`config.mk`:
```
export PLATFORM = sky130hd
export DESIGN_NAME = extint_ctrl
export DESIGN_NICKNAME = d
export VERILOG_FILES = /design/src/rtl/extint_pkg.sv /design/src/rtl/extint_regs.sv /design/src/rtl/extint_datapath.sv /design/src/rtl/extint_ctrl.sv
export SDC_FILE = /design/constraint.sdc
export NUM_CORES = 1
export LEC_CHECK = 0
export ABC_AREA = 1
export BUFFER_PORTS_ARGS = -buffer_cell sky130_fd_sc_hd__buf_2
export CORE_MARGIN = 2
export CORE_UTILIZATION = 46
export DETAILED_ROUTE_END_ITERATION = 6
export PLACE_DENSITY = 0.79
export SLEW_MARGIN = 0
export SYNTH_ARGS = -nofsm -noshare
export SYNTH_HDL_FRONTEND = slang
export SYNTH_HIERARCHICAL = 1
export SYNTH_SLANG_ARGS = --single-unit
```
`constraint.sdc`:
```
create_clock -name clk -period 4.1 [get_ports clk]
set_clock_uncertainty 0.2 [all_clocks]
set_input_delay 1.025 -clock clk [delete_from_list [all_inputs] [get_ports clk]]
set_output_delay 1.025 -clock clk [all_outputs]
set_load 0.1 [all_outputs]
```
`src/rtl/extint_pkg.sv`:
```
package extint_pkg;

  localparam int LINES      = 16;
  localparam int LINE_W     = $clog2(LINES);
  localparam int DATA_W     = 32;
  localparam int SEL_W      = 4;
  localparam int SEL_STRIDE = 8;
  localparam int FIELDS     = DATA_W / SEL_STRIDE;
  localparam int SEL_REGS   = LINES / FIELDS;
  localparam int SELREG_W   = $clog2(SEL_REGS);
  localparam int ADDR_W     = 4;
  localparam int SOLO_LINES = 5;
  localparam int MID_END    = 10;
  localparam int NUM_IRQ    = SOLO_LINES + 2;

  typedef enum logic [ADDR_W-1:0] {
    REG_MASK  = 4'd0,
    REG_RISE  = 4'd1,
    REG_FALL  = 4'd2,
    REG_SWSET = 4'd3,
    REG_PEND  = 4'd4,
    REG_PENDR = 4'd5,
    REG_PENDF = 4'd6,
    REG_LEVEL = 4'd7,
    REG_SEL0  = 4'd8,
    REG_SEL1  = 4'd9,
    REG_SEL2  = 4'd10,
    REG_SEL3  = 4'd11
  } regAddr_e;

  typedef struct packed {
    logic [LINES-1:0] swSet;
    logic [LINES-1:0] clrRise;
    logic [LINES-1:0] clrFall;
  } strobe_t;

  function automatic int lineGroup(input int line);
    if (line < SOLO_LINES) return line;
    else if (line < MID_END) return SOLO_LINES;
    else return SOLO_LINES + 1;
  endfunction

  function automatic logic [LINES-1:0] groupLines(input int grp);
    logic [LINES-1:0] m;
    m = '0;
    for (int l = 0; l < LINES; l++) begin
      if (lineGroup(l) == grp) m[l] = 1'b1;
    end
    return m;
  endfunction

endpackage

```
`src/rtl/extint_regs.sv`:
```
module extint_regs
  import extint_pkg::*;
#(
  parameter int SPLIT_PENDING = 0
) (
  input  logic                        clk,
  input  logic                        rstN,
  input  logic                        wrEn,
  input  logic [ADDR_W-1:0]           addr,
  input  logic [DATA_W-1:0]           wdata,
  input  logic [LINES-1:0]            pendRise,
  input  logic [LINES-1:0]            pendFall,
  output logic [DATA_W-1:0]           rdata,
  output strobe_t                     strobes,
  output logic [LINES-1:0]            maskQ,
  output logic [LINES-1:0]            riseQ,
  output logic [LINES-1:0]            fallQ,
  output logic [LINES-1:0]            levelQ,
  output logic [LINES-1:0][SEL_W-1:0] selQ
);

  regAddr_e regSel;
  logic     splitOn;

  assign regSel  = regAddr_e'(addr);
  assign splitOn = (SPLIT_PENDING != 0);

  // configuration storage
  always_ff @(posedge clk or negedge rstN) begin
    if (!rstN) begin
      maskQ  <= '0;
      riseQ  <= '0;
      fallQ  <= '0;
      levelQ <= '0;
      selQ   <= '0;
    end else if (wrEn) begin
      case (regSel)
        REG_MASK:  maskQ  <= wdata[LINES-1:0];
        REG_RISE:  riseQ  <= wdata[LINES-1:0];
        REG_FALL:  fallQ  <= wdata[LINES-1:0];
        REG_LEVEL: levelQ <= wdata[LINES-1:0];
        REG_SEL0, REG_SEL1, REG_SEL2, REG_SEL3: begin
          for (int f = 0; f < FIELDS; f++) begin
            selQ[LINE_W'(int'(addr[SELREG_W-1:0]) * FIELDS + f)]
              <= wdata[f*SEL_STRIDE +: SEL_W];
          end
        end
        default: ;
      endcase
    end
  end

  // strobes towards the datapath
  always_comb begin
    strobes = '0;
    if (wrEn) begin
      case (regSel)
        REG_SWSET: strobes.swSet = wdata[LINES-1:0];
        REG_PEND: begin
          strobes.clrRise = wdata[LINES-1:0];
          strobes.clrFall = wdata[LINES-1:0];
        end
        REG_PENDR: if (splitOn) strobes.clrRise = wdata[LINES-1:0];
        REG_PENDF: if (splitOn) strobes.clrFall = wdata[LINES-1:0];
        default: ;
      endcase
    end
  end

  // read mux
  always_comb begin
    rdata = '0;
    case (regSel)
      REG_MASK:  rdata[LINES-1:0] = maskQ;
      REG_RISE:  rdata[LINES-1:0] = riseQ;
      REG_FALL:  rdata[LINES-1:0] = fallQ;
      REG_LEVEL: rdata[LINES-1:0] = levelQ;
      REG_PEND:  rdata[LINES-1:0] = pendRise | pendFall;
      REG_PENDR: if (splitOn) rdata[LINES-1:0] = pendRise;
      REG_PENDF: if (splitOn) rdata[LINES-1:0] = pendFall;
      REG_SEL0, REG_SEL1, REG_SEL2, REG_SEL3: begin
        for (int f = 0; f < FIELDS; f++) begin
          rdata[f*SEL_STRIDE +: SEL_W] =
            selQ[LINE_W'(int'(addr[SELREG_W-1:0]) * FIELDS + f)];
        end
      end
      default: rdata = '0;
    endcase
  end

endmodule

```
`src/rtl/extint_datapath.sv`:
```
module extint_datapath
  import extint_pkg::*;
#(
  parameter int NUM_PORTS     = 16,
  parameter int SPLIT_PENDING = 0
) (
  input  logic                                clk,
  input  logic                                rstN,
  input  logic [NUM_PORTS-1:0][LINES-1:0]     portPins,
  input  logic [LINES-1:0][SEL_W-1:0]         selQ,
  input  logic [LINES-1:0]                    maskQ,
  input  logic [LINES-1:0]                    riseQ,
  input  logic [LINES-1:0]                    fallQ,
  input  logic [LINES-1:0]                    levelQ,
  input  strobe_t                             strobes,
  output logic [LINES-1:0]                    pendRise,
  output logic [LINES-1:0]                    pendFall,
  output logic [NUM_IRQ-1:0]                  irqOut
);

  logic [LINES-1:0] rawPin;
  logic [LINES-1:0] syncA;
  logic [LINES-1:0] syncB;
  logic [LINES-1:0] prevQ;
  logic [LINES-1:0] riseEvt;
  logic [LINES-1:0] fallEvt;
  logic [LINES-1:0] levelHit;
  logic [LINES-1:0] activeReq;

  // per-line source selection
  for (genvar l = 0; l < LINES; l++) begin : g_line
    assign rawPin[l] = (int'(selQ[l]) < NUM_PORTS) ? portPins[selQ[l]][l] : 1'b0;
  end

  // synchroniser and history
  always_ff @(posedge clk or negedge rstN) begin
    if (!rstN) begin
      syncA <= '0;
      syncB <= '0;
      prevQ <= '0;
    end else begin
      syncA <= rawPin;
      syncB <= syncA;
      prevQ <= syncB;
    end
  end

  assign riseEvt  = syncB & ~prevQ & riseQ;
  assign fallEvt  = ~syncB & prevQ & fallQ;
  assign levelHit = levelQ & ~(syncB ^ riseQ);

  // pending flag storage, set has priority over clear
  if (SPLIT_PENDING != 0) begin : g_split
    logic [LINES-1:0] setRise;
    logic [LINES-1:0] setFall;
    assign setRise = riseEvt | strobes.swSet | (levelHit & riseQ);
    assign setFall = fallEvt | (levelHit & ~riseQ);
    always_ff @(posedge clk or negedge rstN) begin
      if (!rstN) begin
        pendRise <= '0;
        pendFall <= '0;
      end else begin
        pendRise <= (pendRise & ~strobes.clrRise) | setRise;
        pendFall <= (pendFall & ~strobes.clrFall) | setFall;
      end
    end
  end else begin : g_single
    logic [LINES-1:0] setAny;
    logic [LINES-1:0] clrAny;
    assign setAny = riseEvt | fallEvt | strobes.swSet | levelHit;
    assign clrAny = strobes.clrRise | strobes.clrFall;
    always_ff @(posedge clk or negedge rstN) begin
      if (!rstN) pendRise <= '0;
      else       pendRise <= (pendRise & ~clrAny) | setAny;
    end
    assign pendFall = '0;
  end

  // masking and grouping
  assign activeReq = (pendRise | pendFall) & maskQ;

  for (genvar g = 0; g < NUM_IRQ; g++) begin : g_irq
    assign irqOut[g] = |(activeReq & groupLines(g));
  end

endmodule

```
`src/rtl/extint_ctrl.sv`:
```
module extint_ctrl
  import extint_pkg::*;
#(
  parameter int NUM_PORTS     = 16,
  parameter int SPLIT_PENDING = 0
) (
  input  logic                            clk,
  input  logic                            rstN,
  input  logic                            wrEn,
  input  logic [ADDR_W-1:0]               addr,
  input  logic [DATA_W-1:0]               wdata,
  output logic [DATA_W-1:0]               rdata,
  input  logic [NUM_PORTS-1:0][LINES-1:0] portPins,
  output logic [NUM_IRQ-1:0]              irqOut
);

  strobe_t                     strobes;
  logic [LINES-1:0]            maskQ;
  logic [LINES-1:0]            riseQ;
  logic [LINES-1:0]            fallQ;
  logic [LINES-1:0]            levelQ;
  logic [LINES-1:0][SEL_W-1:0] selQ;
  logic [LINES-1:0]            pendRise;
  logic [LINES-1:0]            pendFall;
  logic [LINES-1:0]            pendAny;

  assign pendAny = pendRise | pendFall;

  extint_regs #(
    .SPLIT_PENDING(SPLIT_PENDING)
  ) u_regs (
    .clk      (clk),
    .rstN     (rstN),
    .wrEn     (wrEn),
    .addr     (addr),
    .wdata    (wdata),
    .pendRise (pendRise),
    .pendFall (pendFall),
    .rdata    (rdata),
    .strobes  (strobes),
    .maskQ    (maskQ),
    .riseQ    (riseQ),
    .fallQ    (fallQ),
    .levelQ   (levelQ),
    .selQ     (selQ)
  );

  extint_datapath #(
    .NUM_PORTS    (NUM_PORTS),
    .SPLIT_PENDING(SPLIT_PENDING)
  ) u_dp (
    .clk      (clk),
    .rstN     (rstN),
    .portPins (portPins),
    .selQ     (selQ),
    .maskQ    (maskQ),
    .riseQ    (riseQ),
    .fallQ    (fallQ),
    .levelQ   (levelQ),
    .strobes  (strobes),
    .pendRise (pendRise),
    .pendFall (pendFall),
    .irqOut   (irqOut)
  );

endmodule

```
==> flow_metrics.tcl <==
set metrics [dict create \
    leakagePower_nw 8.36 \
    switching_share 0.375 \
    clkPwrFrac 0.275 \
    cts_buffer_depth 2 \
    power.density_mw_per_mm2 398 \
    critPathLaunchType "input port" \
    area_growth_pct 19.4 \
    synthMuxAreaShare 0 \
    yosysSeqAreaShare 0.390 \
    setup_viol 0 \
    grt_remaining_overflow 0 \
    cts-htree-levels 4 \
    multi_input_area_mm2 0.00534 \
    clock_latency_ns 0.44 \
    r2r_end "u_dp/syncA[15]" \
    ios 334 \
    tightest_slew_ns 1.03 \
    whs_path_depth 0 \
    vdd_drop_max_mv 0.331 \
    synth_edf_count 0 \
    post_cts_resize_count 0 \
    ff2ff_path_depth 5 \
    die_area_mm2 0.0281 \
    combPwrFrac 0.278 \
    synth_most_common_cell "nand2_1" \
    place_ws_ns 0.250 \
    yosys-top-cells-count "nand2_1 (651), inv_1 (347), nand3_1 (246), dfrtp_1 (192), nor2_1 (79)" \
    fin_crit_sh 0.949 \
    synth_seq_cells 192 \
    drt-total-wl_mm 34.3 \
    cts_tree "built" \
    synth_top_flop_cell "dfrtp_1" \
    synth-compound-area-share 0.0683 \
    ys_async_sr_fraction 1.00 \
    grt_pass1_vias 11800 \
    vias 12300 \
    cts_setup_buffers 0 \
    final_cell_count_no_fill 2485 \
    min_path_type "reg -> reg" \
    final_nets 2430 \
    rows 59 \
    end_kind "output pin" \
    p_int_w 0.00367 \
    reg2reg_from "u_regs/selQ[60]" \
    dp.cells 2451 \
    initial_core_util 0.470 \
    synthAdderAreaFrac 0 \
    hpwl_mm 25.5 \
    status "completed" \
    yosysTopAreaCell "dfrtp_1" \
    relSlewSlack 0.310 \
    drive_gt1_frac 0.198 \
    worstPathArrival_ns 2.67 \
    setup_ws_ns 0.209 \
    ant_nets 0 \
    drt_first_pass_iters 5 \
    antenna_found_initial 3 \
    portBuffers 317 \
    syn_area_mm2 0.0123 \
    fillers 2415 \
    syn_avg_cell_area_um2 6.53 \
    hold_path.startpoint "u_dp/syncA[9]" \
    hold_viol 0 \
    yosys.area_share.simple 0.356 \
    p_seq_frac 0.447 \
    cts_buffers 17 \
    crit_required_ns 2.87 \
    hold_buffers 0 \
    synth_xor_area_frac 0 \
    rrSetupSlack_ns 2.63 \
    die_x_um 168 \
    via_per_inst 4.96 \
    fmax_mhz 257 \
    ys_types 28 \
    clock-sinks 192 \
    grt_pass1_wl_mm 55.4 \
    grtUsageTotal 0.242 \
    drc 0 \
    routedWlPerCell_um 13.8 \
    ys_warn_count 6 \
    cap_violations 0 \
    slew_viol_final 0 \
    crit_fanout 21 \
    synth_top_family_by_area "simple AND/OR/NAND/NOR gates" \
    rsz0062_at_grt "false" \
    tns_ns 0 \
    gp_congestion 0.900 \
    final-seq-area_mm2 0.00480 \
    cts-root-buf "clkbuf_16" \
    path_class "in -> out" \
    period_needed_ns 3.89 \
    first_iter_violations 1041 \
    core_mm2 0.0262 \
    syn_inst 1887 \
    dieHeight_um 168 \
    hold_end "u_dp/syncB[9]" \
    clk_pin_slew_ns 0.07 \
    synthTopCellsByArea "dfrtp_1 (39%), nand2_1 (20%), inv_1 (11%)" \
    yosysTopAreaCellShare 0.390 \
    grt_max_degree 74 \
    switchingPower_w 0.00220 \
]
[power groups by stage]
stage	clock network (W)	registers [W]	logic [W]
6_report	0.00162	0.00262	0.00163
3_3_place_gp	0	0.00263	0.00157
3_5_place_dp	0	0.00265	0.00161
5_1_grt	0.00173	0.00268	0.00181
4_1_cts	0.00164	0.00262	0.00162
2_1_floorplan	0	0.00249	0.00125
[metal layers]
layer | up-vias | wire length (um) | GRT usage
met4 | 2 | 947 | 0.0866
li1 | 6165 | - | -
met5 | - | 14 | 0
met3 | 78 | 2230 | 0.0428
met2 | 463 | 16800 | 0.415
met1 | 5610 | 14200 | 0.308
[registers in the layout, indices dropped and copies added, names as in the netlist]
name / count
u_regs/selQ: 64
u_dp/pendRise: 16
u_dp/prevQ: 16
u_dp/syncA: 16
u_dp/syncB: 16
u_regs/fallQ: 16
u_regs/levelQ: 16
u_regs/maskQ: 16
u_regs/riseQ: 16
[placed cells by master (no fill, tap or decap), types with 2 or more instances in the layout]
cell type  Yosys  layout
or2_2          7       7
buf_2         19     292
diode_2        0       2
inv_2          7       7
a22o_1         2       2
nand3_1      246     246
o211ai_1      16      16
conb_1         2      24
clkbuf_8       0       3
buf_4         43      11
o21ai_0       57      57
nand3_2        2       2
inv_8         13      14
clkbuf_16      0      17
a21oi_1       34      34
nand2_1      651     651
nand2_2       16      16
o21ai_1       48      48
nor2_4         5       5
dfrtp_1      192     192
clkinv_4       0       2
nor2_2         2      10
inv_6          3      11
nor3_1        32      32
inv_1        347     347
buf_12         0      26
nor2_1        79      71
[final cells by class]
cell class,count,area share
repair buffers,330,0.141
flip-flops and latches,192,0.326
well taps,335,0.0285
clock inverters,12,0.00782
inverters,370,0.102
clock buffers,20,0.0310
multi-input cells,1224,0.363
diodes,2,0.000340
[worst max-delay path: stages]
cell,delay (ns)
buf_2,0.25
inv_2,0.33
nand2_1,0.15
nor2_4,0.36
nand2_1,0.09
nand2_1,0.08
inv_1,0.03
nand2_1,0.13
buf_12,0.19
[how the worst max path moves through the flow]
stage / start / end / cells past startpoint
global placement: addr[0] / rdata[14] / 9
finish: addr[0] / rdata[14] / 9
floorplan: addr[1] / rdata[16] / 8
detailed placement: addr[0] / rdata[14] / 9
global route: addr[0] / rdata[14] / 9
CTS: addr[0] / rdata[4] / 9
[logic make-up after synthesis]
family,after synthesis
simple gates,1042
buf+inv,493
flops,192
compound gates,158
other cells,2
[through the flow]
step | hold slack, ns | power (W) | instance area, um^2 | util
final | 0.150 | 0.00587 | 14700 | 0.562
after global routing | 0.161 | 0.00622 | 14700 | 0.562
after CTS | 0.152 | 0.00588 | 14700 | 0.562
after detailed placement | 0.138 | 0.00426 | 14100 | 0.540
after global placement | 0.136 | 0.00420 | 14100 | 0.540
after floorplan | 0.131 | 0.00374 | 12400 | -
(Power assumes the default switching activity.)
